$ cat config.mk
export PLATFORM = sky130hd
export DESIGN_NAME = paged_i2c_target
export DESIGN_NICKNAME = d
export VERILOG_FILES = /design/src/rtl/pgi2c_pkg.sv /design/src/rtl/i2c_line_cond.sv /design/src/rtl/i2c_bus_ctrl.sv /design/src/rtl/pg_reg_dp.sv /design/src/rtl/paged_i2c_target.sv
export SDC_FILE = /design/constraint.sdc
export NUM_CORES = 1
export LEC_CHECK = 0
export ABC_AREA = 1
export BUFFER_PORTS_ARGS = -buffer_cell sky130_fd_sc_hd__buf_2
export CAP_MARGIN = 20
export CORE_UTILIZATION = 56
export DETAILED_ROUTE_END_ITERATION = 8
export GPL_TIMING_DRIVEN = 0
export PLACE_DENSITY = 0.88
export SKIP_LAST_GASP = 1
export SLEW_MARGIN = 20
export SYNTH_ARGS = -nofsm -noshare
export SYNTH_HDL_FRONTEND = slang
export SYNTH_HIERARCHICAL = 1
export SYNTH_SLANG_ARGS = --single-unit
$ cat constraint.sdc
create_clock -name clk -period 2.9 [get_ports clk]
set_input_delay 0 -clock clk [delete_from_list [all_inputs] [get_ports clk]]
set_output_delay 0 -clock clk [all_outputs]
set_load 0.03 [all_outputs]
$ cat src/rtl/pgi2c_pkg.sv
package pgi2c_pkg;

  typedef enum logic [3:0] {
    ST_IDLE,
    ST_DEVADR,
    ST_DEVACK,
    ST_REGADR,
    ST_REGACK,
    ST_WRDATA,
    ST_WRACK,
    ST_TXDATA,
    ST_HOSTACK,
    ST_IGNORE
  } busState_e;

  typedef struct packed {
    logic       addrLoad;
    logic       dataWrite;
    logic [7:0] busByte;
  } regStrobe_t;

endpackage

$ cat src/rtl/i2c_line_cond.sv
module i2c_line_cond #(
  parameter int FILT_LEN = 3
) (
  input  logic clk,
  input  logic rstN,
  input  logic sclRaw,
  input  logic sdaRaw,
  output logic sdaLevel,
  output logic sclRise,
  output logic sclFall,
  output logic startSeen,
  output logic stopSeen
);
  localparam int CNT_W = (FILT_LEN > 1) ? $clog2(FILT_LEN + 1) : 1;

  logic [1:0] rawIn;
  logic [1:0] filt;
  logic [1:0] filtPrev;

  assign rawIn = {sclRaw, sdaRaw};

  // index 1 carries SCL, index 0 carries SDA
  for (genvar i = 0; i < 2; i++) begin : g_line
    logic [1:0]       syncQ;
    logic [CNT_W-1:0] stableCnt;
    logic             level;

    always_ff @(posedge clk or negedge rstN) begin
      if (!rstN) begin
        syncQ     <= 2'b11;
        stableCnt <= '0;
        level     <= 1'b1;
      end else begin
        syncQ <= {syncQ[0], rawIn[i]};
        if (syncQ[1] == level) begin
          stableCnt <= '0;
        end else if (stableCnt == CNT_W'(FILT_LEN - 1)) begin
          level     <= syncQ[1];
          stableCnt <= '0;
        end else begin
          stableCnt <= stableCnt + 1'b1;
        end
      end
    end

    assign filt[i] = level;
  end

  always_ff @(posedge clk or negedge rstN) begin
    if (!rstN) filtPrev <= 2'b11;
    else       filtPrev <= filt;
  end

  assign sdaLevel  = filt[0];
  assign sclRise   = filt[1] & ~filtPrev[1];
  assign sclFall   = ~filt[1] & filtPrev[1];
  assign startSeen = filt[1] & filtPrev[1] & filtPrev[0] & ~filt[0];
  assign stopSeen  = filt[1] & filtPrev[1] & ~filtPrev[0] & filt[0];
endmodule

$ cat src/rtl/i2c_bus_ctrl.sv
module i2c_bus_ctrl
  import pgi2c_pkg::*;
#(
  parameter logic [6:0] DEV_ADDR = 7'h32
) (
  input  logic       clk,
  input  logic       rstN,
  input  logic       sdaLevel,
  input  logic       sclRise,
  input  logic       sclFall,
  input  logic       startSeen,
  input  logic       stopSeen,
  input  logic [7:0] rdByte,
  output regStrobe_t strobe,
  output logic       sdaDriveLow
);
  busState_e  state;
  logic [7:0] shiftQ;
  logic [3:0] bitCnt;
  logic       isRead;
  logic       byteDone;
  logic       rxState;

  assign byteDone = sclFall && (bitCnt == 4'd8);
  assign rxState  = (state == ST_DEVADR) || (state == ST_REGADR) || (state == ST_WRDATA);

  always_comb begin
    strobe.busByte   = shiftQ;
    strobe.addrLoad  = (state == ST_REGADR) && byteDone;
    strobe.dataWrite = (state == ST_WRDATA) && byteDone;
  end

  always_ff @(posedge clk or negedge rstN) begin
    if (!rstN) begin
      state       <= ST_IDLE;
      shiftQ      <= '0;
      bitCnt      <= '0;
      isRead      <= 1'b0;
      sdaDriveLow <= 1'b0;
    end else if (startSeen) begin
      state       <= ST_DEVADR;
      bitCnt      <= '0;
      sdaDriveLow <= 1'b0;
    end else if (stopSeen) begin
      state       <= ST_IDLE;
      bitCnt      <= '0;
      sdaDriveLow <= 1'b0;
    end else if (rxState) begin
      if (sclRise && (bitCnt < 4'd8)) begin
        shiftQ <= {shiftQ[6:0], sdaLevel};
        bitCnt <= bitCnt + 4'd1;
      end else if (byteDone) begin
        bitCnt <= '0;
        case (state)
          ST_DEVADR: begin
            if (shiftQ[7:1] == DEV_ADDR) begin
              sdaDriveLow <= 1'b1;
              isRead      <= shiftQ[0];
              state       <= ST_DEVACK;
            end else begin
              state <= ST_IGNORE;
            end
          end
          ST_REGADR: begin
            sdaDriveLow <= 1'b1;
            state       <= ST_REGACK;
          end
          default: begin
            sdaDriveLow <= 1'b1;
            state       <= ST_WRACK;
          end
        endcase
      end
    end else if (sclFall) begin
      case (state)
        ST_DEVACK: begin
          if (isRead) begin
            shiftQ      <= rdByte;
            sdaDriveLow <= ~rdByte[7];
            bitCnt      <= 4'd1;
            state       <= ST_TXDATA;
          end else begin
            sdaDriveLow <= 1'b0;
            state       <= ST_REGADR;
          end
        end
        ST_REGACK: begin
          sdaDriveLow <= 1'b0;
          state       <= ST_WRDATA;
        end
        ST_WRACK: begin
          sdaDriveLow <= 1'b0;
          state       <= ST_IGNORE;
        end
        ST_TXDATA: begin
          if (bitCnt == 4'd8) begin
            sdaDriveLow <= 1'b0;
            state       <= ST_HOSTACK;
          end else begin
            sdaDriveLow <= ~shiftQ[6];
            shiftQ      <= {shiftQ[6:0], 1'b0};
            bitCnt      <= bitCnt + 4'd1;
          end
        end
        ST_HOSTACK: state <= ST_IGNORE;
        default: ;
      endcase
    end
  end
endmodule

$ cat src/rtl/pg_reg_dp.sv
module pg_reg_dp
  import pgi2c_pkg::*;
#(
  parameter int          NUM_PAGES = 2,
  parameter int          DEPTH     = 16,
  parameter logic [7:0]  PAGE_ADDR = 8'hF0,
  parameter logic [15:0] ID_VALUE  = 16'h0601,
  parameter logic [7:0]  CTRL_ADDR = 8'h05,
  parameter int          LOCK_BIT  = 5,
  parameter int          PAGE_W    = (NUM_PAGES > 1) ? $clog2(NUM_PAGES) : 1
) (
  input  logic                         clk,
  input  logic                         rstN,
  input  regStrobe_t                   strobe,
  input  logic                         statusIn,
  output logic [7:0]                   rdByte,
  output logic [PAGE_W-1:0]            pageSel,
  output logic [NUM_PAGES*DEPTH*8-1:0] regImage
);
  localparam int         IDX_W     = (DEPTH > 1) ? $clog2(DEPTH) : 1;
  localparam logic [8:0] DEPTH_LIM = 9'(DEPTH);
  localparam logic [8:0] PAGE_LIM  = 9'(NUM_PAGES);
  localparam logic [7:0] LOCK_MASK = 8'(1) << LOCK_BIT;

  logic [7:0]       mem [NUM_PAGES][DEPTH];
  logic [7:0]       curAddr;
  logic [IDX_W-1:0] curIdx;
  logic             onPage0;
  logic             hitPage;
  logic             hitId;
  logic             hitCtrl;
  logic             inRange;

  assign curIdx  = curAddr[IDX_W-1:0];
  assign onPage0 = (pageSel == '0);
  assign hitPage = (curAddr == PAGE_ADDR);
  assign hitId   = onPage0 && (curAddr[7:1] == 7'd0);
  assign hitCtrl = onPage0 && (curAddr == CTRL_ADDR);
  assign inRange = ({1'b0, curAddr} < DEPTH_LIM);

  always_ff @(posedge clk or negedge rstN) begin
    if (!rstN) begin
      curAddr <= '0;
      pageSel <= '0;
      for (int p = 0; p < NUM_PAGES; p++)
        for (int a = 0; a < DEPTH; a++)
          mem[p][a] <= '0;
    end else begin
      if (strobe.addrLoad) curAddr <= strobe.busByte;
      if (strobe.dataWrite) begin
        if (hitPage) begin
          if ({1'b0, strobe.busByte} < PAGE_LIM) pageSel <= strobe.busByte[PAGE_W-1:0];
        end else if (!hitId && inRange) begin
          mem[pageSel][curIdx] <= hitCtrl ? (strobe.busByte & ~LOCK_MASK) : strobe.busByte;
        end
      end
    end
  end

  always_comb begin
    rdByte = 8'h00;
    if (hitPage) begin
      rdByte = 8'(pageSel);
    end else if (hitId) begin
      rdByte = curAddr[0] ? ID_VALUE[7:0] : ID_VALUE[15:8];
    end else if (inRange) begin
      rdByte = mem[pageSel][curIdx];
      if (hitCtrl) rdByte[LOCK_BIT] = statusIn;
    end
  end

  for (genvar p = 0; p < NUM_PAGES; p++) begin : g_page
    for (genvar a = 0; a < DEPTH; a++) begin : g_byte
      assign regImage[(p*DEPTH + a)*8 +: 8] = mem[p][a];
    end
  end
endmodule

$ cat src/rtl/paged_i2c_target.sv
module paged_i2c_target
  import pgi2c_pkg::*;
#(
  parameter logic [6:0]  DEV_ADDR  = 7'h32,
  parameter int          NUM_PAGES = 2,
  parameter int          DEPTH     = 16,
  parameter logic [7:0]  PAGE_ADDR = 8'hF0,
  parameter logic [15:0] ID_VALUE  = 16'h0601,
  parameter logic [7:0]  CTRL_ADDR = 8'h05,
  parameter int          LOCK_BIT  = 5,
  parameter int          FILT_LEN  = 3,
  localparam int         PAGE_W    = (NUM_PAGES > 1) ? $clog2(NUM_PAGES) : 1,
  localparam int         IMG_W     = NUM_PAGES * DEPTH * 8
) (
  input  logic              clk,
  input  logic              rstN,
  input  logic              sclIn,
  input  logic              sdaIn,
  input  logic              statusIn,
  output logic              sdaDriveLow,
  output logic [PAGE_W-1:0] pageSel,
  output logic [IMG_W-1:0]  regImage
);
  logic       sdaLevel;
  logic       sclRise;
  logic       sclFall;
  logic       startSeen;
  logic       stopSeen;
  logic [7:0] rdByte;
  regStrobe_t strobe;

  i2c_line_cond #(.FILT_LEN(FILT_LEN)) line_i (
    .clk(clk), .rstN(rstN), .sclRaw(sclIn), .sdaRaw(sdaIn),
    .sdaLevel(sdaLevel), .sclRise(sclRise), .sclFall(sclFall),
    .startSeen(startSeen), .stopSeen(stopSeen)
  );

  i2c_bus_ctrl #(.DEV_ADDR(DEV_ADDR)) ctrl_i (
    .clk(clk), .rstN(rstN), .sdaLevel(sdaLevel), .sclRise(sclRise),
    .sclFall(sclFall), .startSeen(startSeen), .stopSeen(stopSeen),
    .rdByte(rdByte), .strobe(strobe), .sdaDriveLow(sdaDriveLow)
  );

  pg_reg_dp #(
    .NUM_PAGES(NUM_PAGES), .DEPTH(DEPTH), .PAGE_ADDR(PAGE_ADDR),
    .ID_VALUE(ID_VALUE), .CTRL_ADDR(CTRL_ADDR), .LOCK_BIT(LOCK_BIT),
    .PAGE_W(PAGE_W)
  ) dp_i (
    .clk(clk), .rstN(rstN), .strobe(strobe), .statusIn(statusIn),
    .rdByte(rdByte), .pageSel(pageSel), .regImage(regImage)
  );
endmodule

==> results of run 1 <==
==> worst reg2reg max path: cells and delay by family, from the launching register on <==
| family | cells | cell delay, ns |
|---|---|---|
| flip-flops | 1 | 0.39 |
| AND/OR/NAND/NOR | 9 | 0.95 |
| buffers and inverters | 3 | 1.16 |
| AO/OA/AOI/OAI | 2 | 0.26 |
==> timing repair <==
action,CTS,global route
pin swaps,0,4
hold buffers,5,0
resized for setup,20,77
setup endpoints to repair,16,231
buffers inserted,0,15
endpoints found under the hold margin,197,0
==> power groups by stage <==
stage	clock (mW)	sequential, mW	combinational, mW
final	4.33	4.46	2.75
after global routing	4.51	4.48	2.92
after CTS	4.32	4.45	2.65
after detailed placement	0	4.53	2.63
after global placement	0	4.52	2.54
after floorplan	0	4.49	1.64
==> flip-flops by register name, indices dropped and copies added, names as in the netlist, 2 cells and up <==
signal,count
ctrl_i/shiftQ,8
ctrl_i/bitCnt,4
ctrl_i/state,4
line_i/g_line.syncQ,4
dp_i/curAddr,8
line_i/filtPrev,2
line_i/g_line.stableCnt,4
dp_i/regImage,256
==> final cells by class <==
class,count,area [um2],area share [%]
clock inverter,20,280,1.59
multi-input combinational,1192,5810,32.9
clock buffer,37,818,4.64
buffer,115,553,3.14
tap,330,413,2.34
inverter,208,785,4.45
sequential,295,7390,41.9
timing repair buffer,285,1580,8.95
==> routing by layer <==
layer  vias up  GRT usage, %  share of wire (%)
li1       6445             -                  -
met5         -             0                  0
met1      7057          56.4                 35
met4         0          28.3                7.8
met2      1332          66.9                 43
met3       335          12.9                 15
==> final timing paths <==
check                      slack (ns)                           startpoint                             endpoint
min in group clk                 0.07                                sclIn  line_i/g_line[1].syncQ[0]$_DFF_PN1_
min reg2reg                      0.36  line_i/g_line[1].syncQ[0]$_DFF_PN1_  line_i/g_line[1].syncQ[1]$_DFF_PN1_
max                              0.02             dp_i/pageSel$_DFFE_PN0P_         ctrl_i/shiftQ[0]$_DFFE_PN0P_
max in group asynchronous        2.00                                 rstN       dp_i/regImage[122]$_DFFE_PN0P_
min                              0.02                                 rstN       dp_i/regImage[187]$_DFFE_PN0P_
max reg2reg                      0.02             dp_i/pageSel$_DFFE_PN0P_         ctrl_i/shiftQ[0]$_DFFE_PN0P_
==> kinds of logic (layout without fill, tap and decap cells) <==
group / Yosys count / in the layout / share of synthesized area (%)
xor+xnor: 1 / 1 / 0.0610
simple gates: 785 / 785 / 24.1
buf+inv: 323 / 665 / 8.73
compound gates: 404 / 404 / 15.5
fa+ha+maj: 2 / 2 / 0.174
flops: 295 / 295 / 51.4
==> Yosys cell counts, types with 2 or more instances <==
| library cell | count | area, um2 |
|---|---|---|
| nor3_1 | 6 | 30.0 |
| inv_1 | 196 | 736 |
| o21ai_1 | 136 | 681 |
| dfstp_2 | 8 | 210 |
| nor3_4 | 5 | 81.3 |
| clkbuf_1 | 82 | 308 |
| ha_1 | 2 | 25.0 |
| nor2_1 | 122 | 458 |
| inv_2 | 11 | 41.3 |
| nor2_2 | 15 | 93.8 |
| nand3_1 | 57 | 285 |
| nand3b_1 | 3 | 22.5 |
| nand2_2 | 12 | 75.1 |
| dfrtp_1 | 287 | 7180 |
| o21ai_0 | 141 | 706 |
| or2_2 | 9 | 56.3 |
| nand2_4 | 4 | 45.0 |
| nor2_4 | 7 | 78.8 |
| nor3_2 | 5 | 50.1 |
| o21a_1 | 2 | 15.0 |
| nand4_1 | 14 | 87.6 |
| nand3_2 | 10 | 100 |
| o211ai_1 | 73 | 548 |
| nor2_8 | 2 | 40.0 |
| nand2_1 | 511 | 1920 |
| buf_1 | 4 | 15.0 |
| a21oi_1 | 49 | 245 |
| buf_2 | 27 | 135 |
| buf_4 | 2 | 15.0 |
==> metrics by stage <==
step	power (mW)	utilization [%]
after floorplan	6.13	-
after global placement	7.06	63.9
after detailed placement	7.16	64.3
after CTS	11.4	69.0
after global routing	11.9	70.0
final	11.5	70.0
==> run metrics, run 1 <==
Post-DP Area=16200 um2; Fill cells=1955; Critical Path RT=3.36 ns; Slew @ Worst Pin=1.13 ns; Chip Height=162 um; Internal=7.43 mW; most frequent cells in the layout=nand2_1 (510), buf_2 (287), dfrtp_1 (287); VDD IR max=0.576 mV; commonest non-fill, non-tap cell in the layout=nand2_1; WP buf/inv=3; power share of the sequential group=38.6%; delay-heaviest family, CP=buffers and inverters; status=finished, final reports clean; IO Port Bufs=262; Post-Place Cells=2405; io pins=263; max incr delay on CP=0.66 ns; final setup fails=0; Final min period=2.88 ns; H-tree depth=1; post-route insts no fill=2482; Max Root-Sink Buffers=3; clock root buffer=clkbuf_16; die width=162 um; Num CTS Buffers=31; DR iter-0 viols=2383; post-synthesis sequential area ratio=51.4%; Hold Vio Cnt, Final=0; initial core utilization=57.1%; Die ar.=26300 um2; GRT overflow=0; GPL Wtd Cong=1.02; switching share of power=35.6%; TritonCTS clock tree=yes; Fmax=347 MHz; CTS Sinks=295; crit end category=flop; Comb power frac=23.8%; worst hold path type=input port to asynchronous set/reset pin; drt pass-1 iters=6; Slowest cell on crit path=clkbuf_1; Worst Setup Start Kind=flop; CP Depth=14; antenna violations before repair=0; Worst Setup Path Type=flop to flop; Worst R2R Path Depth=14; cells along the critical path=buf_2 -> clkbuf_2 -> clkbuf_1 -> nand2_1 -> nand3_1 -> nand2_1 -> nor2_1 -> nor2_1 -> nor2_1 -> nand2_1 -> nand2_1 -> nand3_1 -> a22oi_1 -> o21ai_2; Psw=4.10 mW; Antenna diodes=0; Distinct cells, synth=37; global-route wire length before repair=85.9 mm; vias after detailed routing=15169; clock latency on the worst-skew pair=0.60 ns; Setup Total Neg Slack=0 ns; Synth Register Bits=295; Post-Route WL=58.4 mm; critical path arrival=3.34 ns; largest net degree at the start of global routing=99; cell area after synthesis=14400 um2; final period utilization=99.3%; CP dominant cell by count=nand2_1; Mapped Cells=1810; dpl ws=-0.343 ns; critical path peak fanout=10; Synth warnings=6; Reg clk slew, reported paths=0.06 ns; RSZ-0062 raised after global routing=true; GRT Total Usage=44.5%; Synth Flop Type=dfrtp_1; row cnt=58; clock skew=0.0329 ns; DR vias/cell=6.11; final hold slack=0.0211 ns; Layout Area Growth over Synthesis=22.7%; Final Max Slew Viols=0; DRC Markers=0; maxcap violations=0; Post-synth EDFFs=0; post-synthesis net count=1817; PwrDens=654 nW/um2; Layout Nets=2135; layout cell share with drive strength beyond 1=23.3%; leakage=8.96 nW; ANT nets after route=0; relative slew slack=25.0%; asr flop ratio synth=100%; core area=25200 um2; PnR worst setup slack=0.0212 ns; vias in the first global route=14570; clock share of power=37.5%; Detail Placement HPWL=40.8 mm; design area=17600 um2; syn avg cell area=7.94 um2; WL/cell=23.5 um
(Power assumes the default switching activity.)
==> inputs of run 2 (changes only) <==
--- a/config.mk
+++ b/config.mk
@@ -8,10 +8,9 @@
 export ABC_AREA = 1
 export BUFFER_PORTS_ARGS = -buffer_cell sky130_fd_sc_hd__buf_2
 export CAP_MARGIN = 20
-export CORE_UTILIZATION = 56
+export CORE_UTILIZATION = 50
 export DETAILED_ROUTE_END_ITERATION = 8
-export GPL_TIMING_DRIVEN = 0
-export PLACE_DENSITY = 0.88
+export PLACE_DENSITY = 0.81
 export SKIP_LAST_GASP = 1
 export SLEW_MARGIN = 20
 export SYNTH_ARGS = -nofsm -noshare
==> run 2 against run 1 <==
Flip-flop and latch count unchanged. Critical path depth down 1. Clock power fell by 12%. Global-route usage decreased by 11 points. Die area increased by 12%. Cell area decreased by 2.0%. First-iteration DRC count down 40%. Via count fell by 8.3%. Largest cell class unchanged. Hold slack better by 0.019 ns.
==> run metrics, run 2 (same netlist as run 1, synthesis figures left out) <==
status=finished, final reports clean; ANT nets after route=0; GPL Wtd Cong=0.944; minimum setup slack among reg-to-reg paths=0.10 ns; clock latency on the worst-skew pair=0.56 ns; largest net degree at the start of global routing=93; Slew @ Worst Pin=0.964 ns; Detail Placement HPWL=34.7 mm; crit end category=flop; VDD IR max=0.404 mV; IO Port Bufs=262; io pins=263; maxcap violations=0; DR vias/cell=5.65; core area=28000 um2; DR iter-0 viols=1441; most frequent cells in the layout=nand2_1 (511), dfrtp_1 (286), buf_2 (261); GRT overflow=0; global-route wire length before repair=75.0 mm; switching share of power=35.0%; Psw=3.84 mW; Hold Vio Cnt, Final=0; initial core utilization=51.3%; vias after detailed routing=13908; Comb power frac=23.4%; TritonCTS clock tree=yes; Setup Total Neg Slack=0 ns; GRT Total Usage=33.6%; Worst Setup Path Type=flop to flop; Reg clk slew, reported paths=0.06 ns; Post-Route WL=49.3 mm; Total Power=11.0 mW; row cnt=61; clock root buffer=clkbuf_16; Die ar.=29400 um2; Setup Fix Bufs, Post-CTS=0; critical path arrival=3.21 ns; Antenna diodes=0; final period utilization=96.4%; Critical Path RT=3.31 ns; clock skew=0.0211 ns; Post-Place Cells=2399; DRC Markers=0; worst hold path type=input port to flop; final setup fails=0; max reg flops=256; power share of the sequential group=41.8%; Final min period=2.80 ns; layout cell share with drive strength beyond 1=22.4%; Internal=7.14 mW; PwrDens=636 nW/um2; commonest non-fill, non-tap cell in the layout=nand2_1; CTS Sinks=295; die width=172 um; RSZ-0062 raised after global routing=false; Layout Area Growth over Synthesis=20.2%; Max Root-Sink Buffers=3; Num CTS Buffers=31; Final Max Slew Viols=0; leakage=8.74 nW; WL/cell=20.1 um; Fmax=358 MHz; H-tree depth=1; vias in the first global route=13141; clock share of power=34.8%; post-route insts no fill=2460; critical path peak fanout=16; Layout Nets=2064; antenna violations before repair=0; utilization after layout=61.7%; relative slew slack=35.7%; Chip Height=172 um; Worst Setup Start Kind=flop; drt pass-1 iters=6
==> run 2: changes by cell type in the layout (fill, tap and decap cells not counted), sizes merged <==
cell and change:
clkinvlp -4, dlygate4sd3 -1, inv -2, clkinv -4, clkbuf -65, buf +12
bufinv -6
==> run 2: final timing paths <==
path                                                startpoint                                  end  cells past startpoint
max reg2reg                       ctrl_i/bitCnt[0]$_DFFE_PN0P_        dp_i/regImage[56]$_DFFE_PN0P_                     13
max                               ctrl_i/bitCnt[0]$_DFFE_PN0P_        dp_i/regImage[56]$_DFFE_PN0P_                     13
min in group asynchronous                                 rstN       dp_i/regImage[169]$_DFFE_PN0P_                      2
min                                                   statusIn         ctrl_i/shiftQ[5]$_DFFE_PN0P_                      7
min reg2reg                line_i/g_line[1].syncQ[0]$_DFF_PN1_  line_i/g_line[1].syncQ[1]$_DFF_PN1_                      0
max in group asynchronous                                 rstN       dp_i/regImage[122]$_DFFE_PN0P_                      3
==> run 2: area by class of cell <==
cell class                      count  area [um2]
Clock inverter                      4        23.8
Timing Repair Buffer              329        1890
Tap cell                          378         473
Sequential cell                   295        7400
Inverter                          208         782
Fill cell                        2442       10700
Multi-Input combinational cell   1192        5750
Clock buffer                       54         952
==> run 2: repair_timing <==
action	CTS	global route
resized for setup	0	5
hold endpoints to repair	88	0
setup endpoints to repair	0	53
hold buffers	3	0
==> run 2: stage by stage <==
step	hold WS [ns]	worst slack, ns	instance area, um2
final	0.0397	0.103	17300
after detailed placement	0.0847	0.145	16200
after global routing	0.121	0.0157	17300
after floorplan	-0.296	0.581	14400
after CTS	0.0222	0.126	17200
after global placement	0.0716	0.206	16200
==> run 2: power by group through the flow <==
stage                     Sequential, mW  Combinational (mW)  Clock (mW)
after floorplan                     4.49                1.64           0
after global placement              4.65                2.45           0
after detailed placement            4.66                2.47           0
after CTS                           4.58                2.49        3.85
after global routing                4.61                2.73        4.01
final                               4.59                2.57        3.82
==> run 2: per-layer routing <==
| layer | global-route usage, % | routed length [um] |
|---|---|---|
| met5 | 0 | 0 |
| met4 | 14.4 | 2250 |
| met3 | 6.95 | 5610 |
| met2 | 52.6 | 22500 |
| met1 | 45.4 | 19000 |
==> run 2: worst max-delay path, cell delays in order, from the launching register on <==
cell and delay [ns]:
dfrtp_1 0.44, inv_1 0.08, ha_1 0.16, nand2_1 0.05, nor2_1 0.15, nand2_1 0.14
nor2_1 0.33, inv_1 0.14, nor2_4 0.18, nand2_2 0.12, clkinv_2 0.28, nand3_2 0.34
nand2_1 0.16, o21ai_1 0.08
==> inputs of run 3 (changes only) <==
--- a/config.mk
+++ b/config.mk
@@ -8,11 +8,11 @@
 export ABC_AREA = 1
 export BUFFER_PORTS_ARGS = -buffer_cell sky130_fd_sc_hd__buf_2
 export CAP_MARGIN = 20
+export CORE_ASPECT_RATIO = 1.5
 export CORE_UTILIZATION = 50
 export DETAILED_ROUTE_END_ITERATION = 8
 export PLACE_DENSITY = 0.81
 export SKIP_LAST_GASP = 1
-export SLEW_MARGIN = 20
 export SYNTH_ARGS = -nofsm -noshare
 export SYNTH_HDL_FRONTEND = slang
 export SYNTH_HIERARCHICAL = 1
==> run 3 against run 2 <==
The flow now finishes with violations (negative hold slack). Critical path depth is the same. Sequential power is 1% lower. Clock power about the same. Non-clock buffer count decreased by 3. Register-to-register slack improved by 0.03 ns. Maximum frequency rose by 0.92%. Hold slack worse by 0.071 ns. Largest cell class unchanged. Largest power group unchanged.
==> run metrics, run 3 (same netlist as run 1, synthesis figures left out) <==
status=complete, but fails checks; failing checks=negative hold slack; commonest non-fill, non-tap cell in the layout=nand2_1; leakage=8.73 nW; VDD IR max=0.455 mV; Post-DP Area=16200 um2; Hold Vio Cnt, Final=16; io pins=263; area of the multi-input gates=5730 um2; met2 routed WL=23.7 mm; crit end category=flop; antenna violations before repair=0; ANT nets after route=0; initial core utilization=51.0%; TritonCTS clock tree=yes; Detail Placement HPWL=34.8 mm; sequential cell area=7400 um2; Fill cells=2406; Die ar.=29400 um2; Layout Area Growth over Synthesis=19.7%; Critical Path RT=3.31 ns; relative slew slack=38.9%; GRT overflow=0; minimum setup slack among reg-to-reg paths=0.13 ns; CTS Sinks=295; vias in the first global route=13456; Final min period=2.77 ns; vias after detailed routing=13985; end of the worst register-to-register path=dp_i/regImage[24]$_DFFE_PN0P_; PwrDens=637 nW/um2; drt pass-1 iters=6; metal3 WL=3.79 mm; final setup fails=0; worst hold path type=input port to asynchronous set/reset pin; clock root buffer=clkbuf_16; dpl ws=0.146 ns; Layout Nets=2059; DRC Markers=0; IO Port Bufs=262; GRT Total Usage=33.7%; maxcap violations=0; critical path arrival=3.18 ns; max reg flops=256; PnR worst setup slack=0.129 ns; WL/cell=20.4 um; Chip Height=210 um; DR iter-0 viols=1358; global-route wire length before repair=74.8 mm; final hold slack=-0.0309 ns; RSZ-0062 raised after global routing=true; DR vias/cell=5.78; Highest Signal Layer=met4; Worst Setup Start Kind=flop; Post-Route WL=49.4 mm; Total Power=10.9 mW; Reg clk slew, reported paths=0.06 ns; H-tree depth=1; Num CTS Buffers=29; layout cell share with drive strength beyond 1=22.5%; clock skew=0.0191 ns; core area=28200 um2; largest net degree at the start of global routing=99; DRT met1 WL=17.6 mm; Final Max Slew Viols=0; GPL Wtd Cong=0.916; design area=17200 um2; Setup Total Neg Slack=0 ns; Fmax=361 MHz; clock latency on the worst-skew pair=0.57 ns; utilization after layout=61.1%; Antenna diodes=0; Worst Setup Path Type=flop to flop; most frequent cells in the layout=nand2_1 (511), dfrtp_1 (286), buf_2 (261); Slew @ Worst Pin=0.915 ns; die width=140 um; critical path peak fanout=16; Worst R2R Path Depth=13; Max Root-Sink Buffers=3; final period utilization=95.6%; Critical R2R Launch=ctrl_i/bitCnt[0]$_DFFE_PN0P_; row cnt=75
==> run 3: worst max path at each step <==
stage	from	endpoint	slack, ns	cells past startpoint
after global routing	ctrl_i/bitCnt[0]$_DFFE_PN0P_	dp_i/regImage[61]$_DFFE_PN0P_	-0.04	13
after global placement	ctrl_i/bitCnt[0]$_DFFE_PN0P_	dp_i/regImage[40]$_DFFE_PN0P_	0.26	13
after floorplan	dp_i/pageSel$_DFFE_PN0P_	ctrl_i/sdaDriveLow$_DFFE_PN0P_	0.58	16
final	ctrl_i/bitCnt[0]$_DFFE_PN0P_	dp_i/regImage[24]$_DFFE_PN0P_	0.13	13
after CTS	ctrl_i/bitCnt[0]$_DFFE_PN0P_	dp_i/regImage[41]$_DFFE_PN0P_	0.13	13
after detailed placement	ctrl_i/bitCnt[0]$_DFFE_PN0P_	dp_i/regImage[41]$_DFFE_PN0P_	0.15	13
==> run 3: per-layer routing <==
layer | up-vias | GRT usage, %
li1 | 6277 | -
met1 | 6621 | 39.6
met2 | 826 | 55.2
met3 | 261 | 4.86
met4 | 0 | 27.0
met5 | - | 0
==> run 3: final cells by class <==
class                   count  area share [%]
well taps                 346            2.52
flip-flops and latches    295            43.0
repair buffers            326            11.0
clock buffers              44            5.07
clock inverters            10           0.480
inverters                 208            4.54
multi-input cells        1192            33.3
==> run 3: critical path, stage by stage, from the launching register on <==
cell,delay (ns)
dfrtp_1,0.44
inv_1,0.09
ha_1,0.17
nand2_1,0.06
nor2_1,0.14
nand2_1,0.15
nor2_1,0.25
inv_1,0.12
nor2_4,0.17
nand2_2,0.12
inv_2,0.31
nand3_2,0.35
nand2_1,0.17
o21ai_1,0.08
==> run 3: timing repair <==
item | 4_1_cts | 5_1_grt
hold buffers | 4 | 0
endpoints found under the setup margin | 0 | 18
endpoints found under the hold margin | 290 | 0
gates resized for setup | 0 | 1
setup buffers | 0 | 0
==> run 3: where the power goes <==
part | leakage, nW | internal (mW) | switching [mW] | total, mW
clock | 0.479 | 2.16 | 1.63 | 3.79
combinational | 4.18 | 0.645 | 1.97 | 2.62
sequential | 4.08 | 4.28 | 0.255 | 4.54
==> run 3: through the flow <==
step | hold slack [ns] | cells
after floorplan | -0.296 | 1810
after global placement | -0.00371 | 2363
after detailed placement | 0.00151 | 2363
after CTS | 0.00526 | 2421
after global routing | 0.0156 | 2421
final | -0.0309 | 2421
